## src/rtl/qb4_pkg.sv

```systemverilog
package qb4_pkg;
    localparam int BEATS  = 4;
    localparam int BEAT_W = 2;

    typedef enum logic {
        PS_IDLE  = 1'b0,
        PS_BURST = 1'b1
    } port_state_e;
endpackage

```

## src/rtl/qb4_burst_ctrl.sv

```systemverilog
module qb4_burst_ctrl
    import qb4_pkg::*;
#(
    parameter int AW = 4
) (
    input  logic              clk,
    input  logic              rst_n,
    input  logic              cmd_n,
    input  logic [AW-1:0]     cmd_addr,
    output logic              active,
    output logic [AW+BEAT_W-1:0] word_addr
);
    localparam logic [BEAT_W-1:0] LAST_BEAT = BEAT_W'(BEATS - 1);

    port_state_e       state, state_nx;
    logic [BEAT_W-1:0] beat, beat_nx;
    logic [AW-1:0]     base, base_nx;

    // state register
    always_ff @(posedge clk) begin
        if (!rst_n) begin
            state <= PS_IDLE;
            beat  <= '0;
            base  <= '0;
        end else begin
            state <= state_nx;
            beat  <= beat_nx;
            base  <= base_nx;
        end
    end

    // transitions
    always_comb begin
        state_nx = state;
        beat_nx  = beat;
        base_nx  = base;
        unique case (state)
            PS_IDLE: begin
                if (!cmd_n) begin            // T_ACCEPT
                    state_nx = PS_BURST;
                    beat_nx  = '0;
                    base_nx  = cmd_addr;
                end
            end
            PS_BURST: begin
                if (beat != LAST_BEAT) begin // T_STEP, command ignored
                    beat_nx = beat + 1'b1;
                end else if (!cmd_n) begin   // T_CHAIN
                    beat_nx = '0;
                    base_nx = cmd_addr;
                end else begin               // T_DONE
                    state_nx = PS_IDLE;
                    beat_nx  = '0;
                end
            end
            default: state_nx = PS_IDLE;
        endcase
    end

    // outputs
    always_comb begin
        active    = (state == PS_BURST);
        word_addr = {base, beat};
    end

    // beat counter advances by one inside a burst
    p_step_r2: assert property (@(posedge clk) disable iff (!rst_n)
        (state == PS_BURST && beat != LAST_BEAT)
        |=> (state == PS_BURST && beat == BEAT_W'($past(beat) + 1'b1)));

    // an accepted command starts at beat 0 on its own address
    p_enter_r2: assert property (@(posedge clk) disable iff (!rst_n)
        (state == PS_IDLE && !cmd_n)
        |=> (state == PS_BURST && beat == '0 && base == $past(cmd_addr)));

    // mid-burst commands leave the block address untouched
    p_hold_r8: assert property (@(posedge clk) disable iff (!rst_n)
        (state == PS_BURST && beat != LAST_BEAT) |=> $stable(base));

    // a command on the last beat chains without a gap
    p_chain_r9: assert property (@(posedge clk) disable iff (!rst_n)
        (state == PS_BURST && beat == LAST_BEAT && !cmd_n)
        |=> (state == PS_BURST && beat == '0 && base == $past(cmd_addr)));
endmodule

```

## src/rtl/qb4_storage.sv

```systemverilog
module qb4_storage #(
    parameter int DW    = 8,
    parameter int DEPTH = 64
) (
    input  logic                     clk,
    input  logic                     rst_n,
    input  logic                     wr_en,
    input  logic [$clog2(DEPTH)-1:0] waddr,
    input  logic [DW-1:0]            wdata,
    input  logic [DW/4-1:0]          wmask_n,
    input  logic [$clog2(DEPTH)-1:0] raddr,
    output logic [DW-1:0]            rword
);
    localparam int NIB = DW / 4;

    logic [DW-1:0] mem [DEPTH];
    logic [DW-1:0] bitsel;
    logic [DW-1:0] merged;
    logic          fwd_hit;

    for (genvar g = 0; g < NIB; g++) begin : g_nib
        assign bitsel[4*g +: 4] = {4{~wmask_n[g]}};
    end

    assign merged  = (mem[waddr] & ~bitsel) | (wdata & bitsel);
    assign fwd_hit = wr_en && (raddr == waddr);
    assign rword   = fwd_hit ? merged : mem[raddr];

    always_ff @(posedge clk) begin
        if (wr_en) begin
            mem[waddr] <= merged;
        end
    end

    // a fully masked beat leaves the word unchanged
    p_mask_keep_r5: assert property (@(posedge clk) disable iff (!rst_n)
        (wr_en && (&wmask_n)) |=> (mem[$past(waddr)] == $past(mem[waddr])));

    // the forwarded word is exactly what the array then holds
    p_fwd_r7: assert property (@(posedge clk) disable iff (!rst_n)
        fwd_hit |=> (mem[$past(waddr)] == $past(rword)));
endmodule

```

## src/rtl/qb4_read_pipe.sv

```systemverilog
module qb4_read_pipe #(
    parameter int DW  = 8,
    parameter int LAT = 2
) (
    input  logic          clk,
    input  logic          rst_n,
    input  logic          in_valid,
    input  logic [DW-1:0] in_data,
    output logic          out_valid,
    output logic [DW-1:0] out_data
);
    logic          v [LAT];
    logic [DW-1:0] d [LAT];

    for (genvar s = 0; s < LAT; s++) begin : g_stage
        if (s == 0) begin : g_head
            always_ff @(posedge clk) begin
                if (!rst_n) begin
                    v[0] <= 1'b0;
                    d[0] <= '0;
                end else begin
                    v[0] <= in_valid;
                    d[0] <= in_valid ? in_data : '0;
                end
            end
        end else begin : g_tail
            always_ff @(posedge clk) begin
                if (!rst_n) begin
                    v[s] <= 1'b0;
                    d[s] <= '0;
                end else begin
                    v[s] <= v[s-1];
                    d[s] <= d[s-1];
                end
            end
        end
    end

    assign out_valid = v[LAT-1];
    assign out_data  = d[LAT-1];
endmodule

```

## src/rtl/qb4_sram.sv

```systemverilog
module qb4_sram
    import qb4_pkg::*;
#(
    parameter int DW     = 8,
    parameter int DEPTH  = 64,
    parameter int RD_LAT = 2,
    localparam int AW    = $clog2(DEPTH) - BEAT_W,
    localparam int NIB   = DW / 4
) (
    input  logic           clk,
    input  logic           rst_n,
    input  logic           rd_n,
    input  logic [AW-1:0]  rd_addr,
    input  logic           wr_n,
    input  logic [AW-1:0]  wr_addr,
    input  logic [DW-1:0]  wdata,
    input  logic [NIB-1:0] wmask_n,
    output logic [DW-1:0]  rdata,
    output logic           rvalid
);
    localparam int WA = AW + BEAT_W;

    logic          w_active, r_active;
    logic [WA-1:0] w_word, r_word;
    logic [DW-1:0] rd_word;

    qb4_burst_ctrl #(.AW(AW)) u_wctl (
        .clk(clk), .rst_n(rst_n), .cmd_n(wr_n), .cmd_addr(wr_addr),
        .active(w_active), .word_addr(w_word)
    );

    qb4_burst_ctrl #(.AW(AW)) u_rctl (
        .clk(clk), .rst_n(rst_n), .cmd_n(rd_n), .cmd_addr(rd_addr),
        .active(r_active), .word_addr(r_word)
    );

    qb4_storage #(.DW(DW), .DEPTH(DEPTH)) u_mem (
        .clk(clk), .rst_n(rst_n), .wr_en(w_active), .waddr(w_word),
        .wdata(wdata), .wmask_n(wmask_n), .raddr(r_word), .rword(rd_word)
    );

    qb4_read_pipe #(.DW(DW), .LAT(RD_LAT)) u_rpipe (
        .clk(clk), .rst_n(rst_n), .in_valid(r_active), .in_data(rd_word),
        .out_valid(rvalid), .out_data(rdata)
    );

    // reset leaves the read side quiet
    p_reset_quiet_r1: assert property (@(posedge clk)
        !rst_n |=> (!rvalid && rdata == '0));
endmodule

```

## config.mk

```make
export PLATFORM = sky130hd
export DESIGN_NAME = qb4_sram
export DESIGN_NICKNAME = d
export VERILOG_FILES = /design/src/rtl/qb4_pkg.sv /design/src/rtl/qb4_burst_ctrl.sv /design/src/rtl/qb4_storage.sv /design/src/rtl/qb4_read_pipe.sv /design/src/rtl/qb4_sram.sv
export SDC_FILE = /design/constraint.sdc
export NUM_CORES = 1
export LEC_CHECK = 0
export BUFFER_PORTS_ARGS = -buffer_cell sky130_fd_sc_hd__buf_2
export CAP_MARGIN = 20
export CORE_MARGIN = 5
export CORE_UTILIZATION = 60
export CTS_BUF_LIST = sky130_fd_sc_hd__clkbuf_4 sky130_fd_sc_hd__clkbuf_8
export DETAILED_ROUTE_END_ITERATION = 16
export PLACE_DENSITY = 0.72
export RECOVER_POWER = 25
export SLEW_MARGIN = 20
export SYNTH_ARGS = -nofsm -noshare
export SYNTH_HDL_FRONTEND = slang
export SYNTH_SLANG_ARGS = --single-unit
```

## constraint.sdc

```tcl
create_clock -name clk -period 5.11 [get_ports clk]
set_clock_uncertainty 0.05 [all_clocks]
set_input_delay 0.511 -clock clk [delete_from_list [all_inputs] [get_ports clk]]
set_output_delay 0.511 -clock clk [all_outputs]
set_load 0.01 [all_outputs]
```

[After elaboration in Yosys (flattened, before gate mapping)]
Memory sizes are Yosys's and may differ from the RTL's.
Cells that the tools add are included.
Word-level totals
  bits in registers: 14
  memory bits (writable): 530
  input port bits: 22
  output and inout port bits: 9
  memories: 3
Memories
  u_mem.mem: words 64, bits a word 8, read ports 2, clocked after memory_dff 0, wr ports 1, RTL line qb4_storage.sv:16  | logic [DW-1:0] mem [DEPTH];
  u_rpipe.d: words 2, bits a word 8, read ports 2, clocked after memory_dff 0, wr ports 2, RTL line qb4_read_pipe.sv:13  | logic [DW-1:0] d [LAT];
  u_rpipe.v: words 2, bits a word 1, read ports 2, clocked after memory_dff 0, wr ports 2, RTL line qb4_read_pipe.sv:12  | logic v [LAT];
Operators by class
  add/sub/neg operators: 2
  eq/ne operators: 7
  muxes and demuxes: 28
  bitwise gates (word level): 12
  reductions and logical operators: 1
Operators with widths (count)
  $mux W8: 4
  $and A8 B8 Y8: 2
  $mux W4: 4
  $pmux W4 S2: 2
  $ne A2 B2 Y1 const B: 6
  $mux W1: 10
  $mux W2: 4
  $not A8 Y8: 1
  $or A8 B8 Y8: 1
  $pmux W2 S2: 2
  $eq A6 B6 Y1: 1
  $add A2 B1 Y2 const B: 2
  $not A1 Y1: 4
  $or A1 B1 Y1: 4
  $pmux W1 S2: 2
  $logic_and A1 B1 Y1: 1

[Depth between registers and ports, before layout]
  depth after elaboration: 7
  mapped depth: 12
  depth with buffers taken out: 7

[Modules after synthesis]
From an unflattened synthesis, not the netlist that was laid out.
Second synthesis, totals
  cell total of the unflattened synthesis: 1508
  area, all modules: 25822.3 um^2
By module, submodules not included
  qb4_storage: instances 1, cells each 1407, area an instance 24727.5 um^2, sequential area each 15374.7 um^2
  qb4_burst_ctrl: instances 2, cells each 32, area an instance 296.5 um^2, sequential area each 140.1 um^2
  qb4_read_pipe: instances 1, cells each 37, area an instance 501.7 um^2, sequential area each 360.3 um^2

[Worst setup path before layout]
Ideal clock, no wire load.
  path type: reg-to-reg
  start point: register u_wctl.beat[1]
  end point: memory u_mem.mem[0][7] (data pin)
  library setup time: 596 ps
  arrival: 3596 ps
  required time: 4464 ps
  path slack: 868 ps
  cell stages (with the launch flop): 10
  buffers on the path: 5
  cell sequence: dfxtp_1 buf_4 buf_6 buf_4 buf_2 buf_1 a221oi_1 o21ai_0 nand3_1 a31oi_1
On the way
  word-level cells in the longest chain between the ends: 3
Ends and longest elaborated chain
  start: declaration: RTL line qb4_burst_ctrl.sv:16  | logic [BEAT_W-1:0] beat, beat_nx;
  start signal: assignment: RTL line qb4_burst_ctrl.sv:27  | beat <= beat_nx;
  $mem_v2 Z64 W8
  $and A8 B8 Y8: RTL line qb4_storage.sv:25  | assign merged = (mem[waddr] & ~bitsel) | (wdata & bitsel);
  $or A8 B8 Y8: RTL line qb4_storage.sv:25
  net u_mem.merged[7]: RTL line qb4_storage.sv:18  | logic [DW-1:0] merged;
  end: declaration: RTL line qb4_storage.sv:16
The timed path passes the listed nets, and every way through them passes these cells.

[Worst setup path in the final report]
  start point: register u_wctl.beat[0]
  end point: memory u_mem.mem[43][7] (data pin)
Same word-level chain as after synthesis.

==> run summary <==
PLACED DESIGN
------------------------------------------------------------------------------------------
Worst setup slack after placement ...........................................      1.01 ns
Dpl hpwl ....................................................................     53900 µm
PortBufs ....................................................................           30
Final weighted congestion in routability-driven placement ...................         1.04

TIMING
------------------------------------------------------------------------------------------
Final number of hold-violating endpoints ....................................            0
Max Clock Freq ..............................................................      216 MHz
Count of endpoints failing setup in the final report ........................            0
Final worst path period need ................................................      4.63 ns
Transition time of the tightest slew-check pin ..............................      1.97 ns
Slew headroom ...............................................................       -0.316
WHS .........................................................................    0.0423 ns
Crit path setup slack, layout ...............................................     0.477 ns
RSZ-0062 raised after global routing ........................................        false
Total Negative Setup Slacks .................................................         0 ns
Count of pins over their slew limit .........................................           30
Final period utilization ....................................................        0.907

DIE
------------------------------------------------------------------------------------------
Starting utilization of the core area .......................................        0.604
Width of the die ............................................................       215 µm
Ports placed on the boundary ................................................           31
Core area ...................................................................    41900 µm²
Die ar. .....................................................................    46300 µm²
Die extent in y .............................................................       215 µm
Count of standard-cell rows .................................................           75

CLOCK TREE
------------------------------------------------------------------------------------------
Post CTS Setup Buffer Count .................................................            0
Total CTS buffers ...........................................................           88
TritonCTS clock tree ........................................................        built
CTS H-tree depth ............................................................            3
Cts hold-fix bufs ...........................................................            0
Clk Latency, worst-skew pair ................................................      0.69 ns
Maximum number of buffers from clock root to sink ...........................            3
TritonCTS sink count ........................................................          544
Clock root buffer ........................................................... sky130_fd_sc_hd__clkbuf_8
Clock edge transition at the registers on the reported setup and hold paths .      0.06 ns
Number of gates resized after cts ...........................................            0

WORST SETUP PATH
------------------------------------------------------------------------------------------
Highest net fanout along the worst path .....................................           37
WS Path Type ................................................................ flip-flop to flip-flop
Kind of start point of the critical path ....................................    flip-flop
Crit path arrival time ......................................................      5.05 ns
Type of destination of the critical path ....................................    flip-flop
WP data required ............................................................      5.53 ns

LOGIC SYNTHESIS
------------------------------------------------------------------------------------------
Proportion of synthesized chip area in sequential cells .....................        0.634
Mapped cell area ............................................................    25300 µm²
Post-synthesis share of cell area spent on and, or, nand and nor gates ......       0.0512
Largest cells by area after synthesis ....................................... sky130_fd_sc_hd__edfxtp_1 (61%), sky130_fd_sc_hd__mux4_2 (14%), sky130_fd_sc_hd__mux2i_1 (3.3%), sky130_fd_sc_hd__dfxtp_1 (2.5%), sky130_fd_sc_hd__a22oi_1 (2.3%)
Yosys synthesis warning count ...............................................            0
Number of storage elements in the synthesis netlist .........................          544
Library cell with the largest summed area after synthesis ................... sky130_fd_sc_hd__edfxtp_1
Fraction of the mapped netlist area in adder cells ..........................     0.000990
Library cells used by synthesis .............................................           66
Top-count cell post-synth ................................................... sky130_fd_sc_hd__edfxtp_1
Post-synthesis cell count ...................................................         1543
Post-synth top flop ......................................................... sky130_fd_sc_hd__edfxtp_1
Fraction of the mapped netlist area in compound gates .......................       0.0878
Largest family of logic cells by synthesized area ........................... multiplexers
Number of nets in the synthesized netlist ...................................         1567
Synth top cells by count .................................................... sky130_fd_sc_hd__edfxtp_1 (512), sky130_fd_sc_hd__mux4_2 (161), sky130_fd_sc_hd__nor2_1 (102)
Average size of a mapped cell ...............................................     16.4 µm²
Async set-reset flop share out of synthesis .................................            0
Post-synthesis xor/xnor area fraction .......................................      0.00208
Share of the synthesized area in the top cell type ..........................        0.608
Multiplexer share of the synthesized area ...................................        0.196
Count of flip-flops with a built-in enable after synthesis ..................          512

LAYOUT
------------------------------------------------------------------------------------------
Number of fillers in the final layout .......................................         2891
Layout-stage area growth over the synthesis result ..........................        10.6%
Share of the core filled with cells .........................................        0.668
Share of final-layout standard cells stronger than drive strength 1 .........        0.273
Nets@finish .................................................................         1664
Multi-input combinational cell area .........................................     8650 µm²
Total area of sequential cells ..............................................    16000 µm²

PWR
------------------------------------------------------------------------------------------
Static power due to leakage .................................................   0.00863 µW
Power density of the placed cells ...........................................   353 nW/µm²
VDD IR-drop max .............................................................     0.228 mV

GRT
------------------------------------------------------------------------------------------
Global-route wire length before repair ......................................    117000 µm
Largest net degree at the start of global routing ...........................           65
GRT Resource Usage Total ....................................................        0.351
Initial antenna violation count .............................................            2
Total global routing overflow ...............................................            0
Vias in the first global route ..............................................        16.6k

JOB
------------------------------------------------------------------------------------------
Max-cap violations ..........................................................            1

STATUS
------------------------------------------------------------------------------------------
Run status .................................................................. finished, violations left
Failing checks .............................................................. capacitance limit, slew limit

DETAILED ROUTING
------------------------------------------------------------------------------------------
Overall routed net length ...................................................     82300 µm
DR pass1 iterations .........................................................            7
ANT nets after route ........................................................            0
Total via count after detailed routing ......................................        17.1k
Detailed-route DRC error count ..............................................            0
Count of routing violations after the opening detailed-route iteration ......         2900
Average wire length per cell after detail routing ...........................      36.6 µm
Via density per instance ....................................................         7.60

HOLD PATH
------------------------------------------------------------------------------------------
Worst hold path type ........................................................ input port to flip-flop

-- where the power goes --
group | switching (µW) | internal (µW) | leakage [µW]
sequential | 60.5 | 5030 | 0.00486
combinational | 673 | 358 | 0.00285
clock | 1750 | 1990 | 0.000922
total | 2480 | 7370 | 0.00863
-- kinds of logic (layout without fill, tap and decap cells) --
family / count (synthesis) / count (layout)
mux: 288 / 288
xor+xnor: 6 / 6
flops: 544 / 544
compound gates: 298 / 298
buf+inv: 132 / 298
simple gates: 273 / 273
fa+ha+maj: 2 / 2
other cells: 0 / 1
-- per-stage QoR --
| stage | std cells | total power [µW] | cell area, µm² |
|---|---|---|---|
| after detailed placement | 2088 | 6170 | 26400 |
| after floorplan | 1543 | 5780 | 25300 |
| final | 2249 | 9850 | 27900 |
| after CTS | 2247 | 9820 | 28100 |
| after global routing | 2248 | 10100 | 27900 |
| after global placement | 2087 | 6150 | 26300 |
-- metal layers --
metal / track usage / up-vias / share of wire
li1: - / 6608 / -
met1: 0.467 / 8554 / 0.34
met2: 0.510 / 1577 / 0.44
met3: 0.132 / 354 / 0.15
met4: 0.188 / 4 / 0.067
met5: 0 / - / 0.00030
-- worst max-delay path, cell delays in order, from the launching register on --
cell,delay [ns]
sky130_fd_sc_hd__dfxtp_4,0.53
sky130_fd_sc_hd__clkbuf_1,0.40
sky130_fd_sc_hd__nor3b_1,1.03
sky130_fd_sc_hd__buf_4,0.53
sky130_fd_sc_hd__a221oi_1,0.16
sky130_fd_sc_hd__a21oi_1,0.31
sky130_fd_sc_hd__nor4_2,0.12
sky130_fd_sc_hd__a31oi_4,0.81
sky130_fd_sc_hd__buf_4,0.43
-- registers in the layout, indices dropped and copies added (netlist names) --
signal         count
u_wctl.base        4
u_rctl.beat        2
u_rctl.base        4
u_rpipe.d         16
u_wctl.active      1
u_rpipe.v          2
u_wctl.beat        2
u_mem.mem        512
u_rctl.active      1
-- worst paths after layout --
check,cells past startpoint,slack (ns),endpoint,start
setup / recovery,8,0.48,u_mem.mem[43][7]$_DFFE_PP_,u_wctl.beat[0]$_SDFFE_PN0P_
hold reg to reg,1,0.39,u_rpipe.v[1]$_DFF_P_,u_rpipe.v[0]$_DFF_P_
setup reg to reg,8,0.48,u_mem.mem[43][7]$_DFFE_PP_,u_wctl.beat[0]$_SDFFE_PN0P_
hold / removal,2,0.04,u_rctl.active$_SDFF_PN0_,rd_n
-- cell usage in the layout (no fill, tap or decap), types with 38 or more instances in the layout --
master and count:
sky130_fd_sc_hd__edfxtp_1 512, sky130_fd_sc_hd__mux4_2 161, sky130_fd_sc_hd__nor2_1 96, sky130_fd_sc_hd__clkbuf_8 96, sky130_fd_sc_hd__mux2i_1 84, sky130_fd_sc_hd__a22oi_1 78, sky130_fd_sc_hd__nand2_1 73, sky130_fd_sc_hd__buf_4 69
sky130_fd_sc_hd__a221oi_1 50, sky130_fd_sc_hd__mux2_2 43, sky130_fd_sc_hd__clkbuf_1 38
-- layout make-up --
cell class                      count  share of cell area
Antenna cell                        1           0.0000896
Clock buffer                      117              0.0529
Clock inverter                     42             0.00878
Inverter                            8             0.00107
Multi-Input combinational cell    867               0.310
Sequential cell                   544               0.574
Tap cell                          539              0.0241
Timing Repair Buffer              131              0.0296
Note: power is estimated with default switching activity, not from simulation.
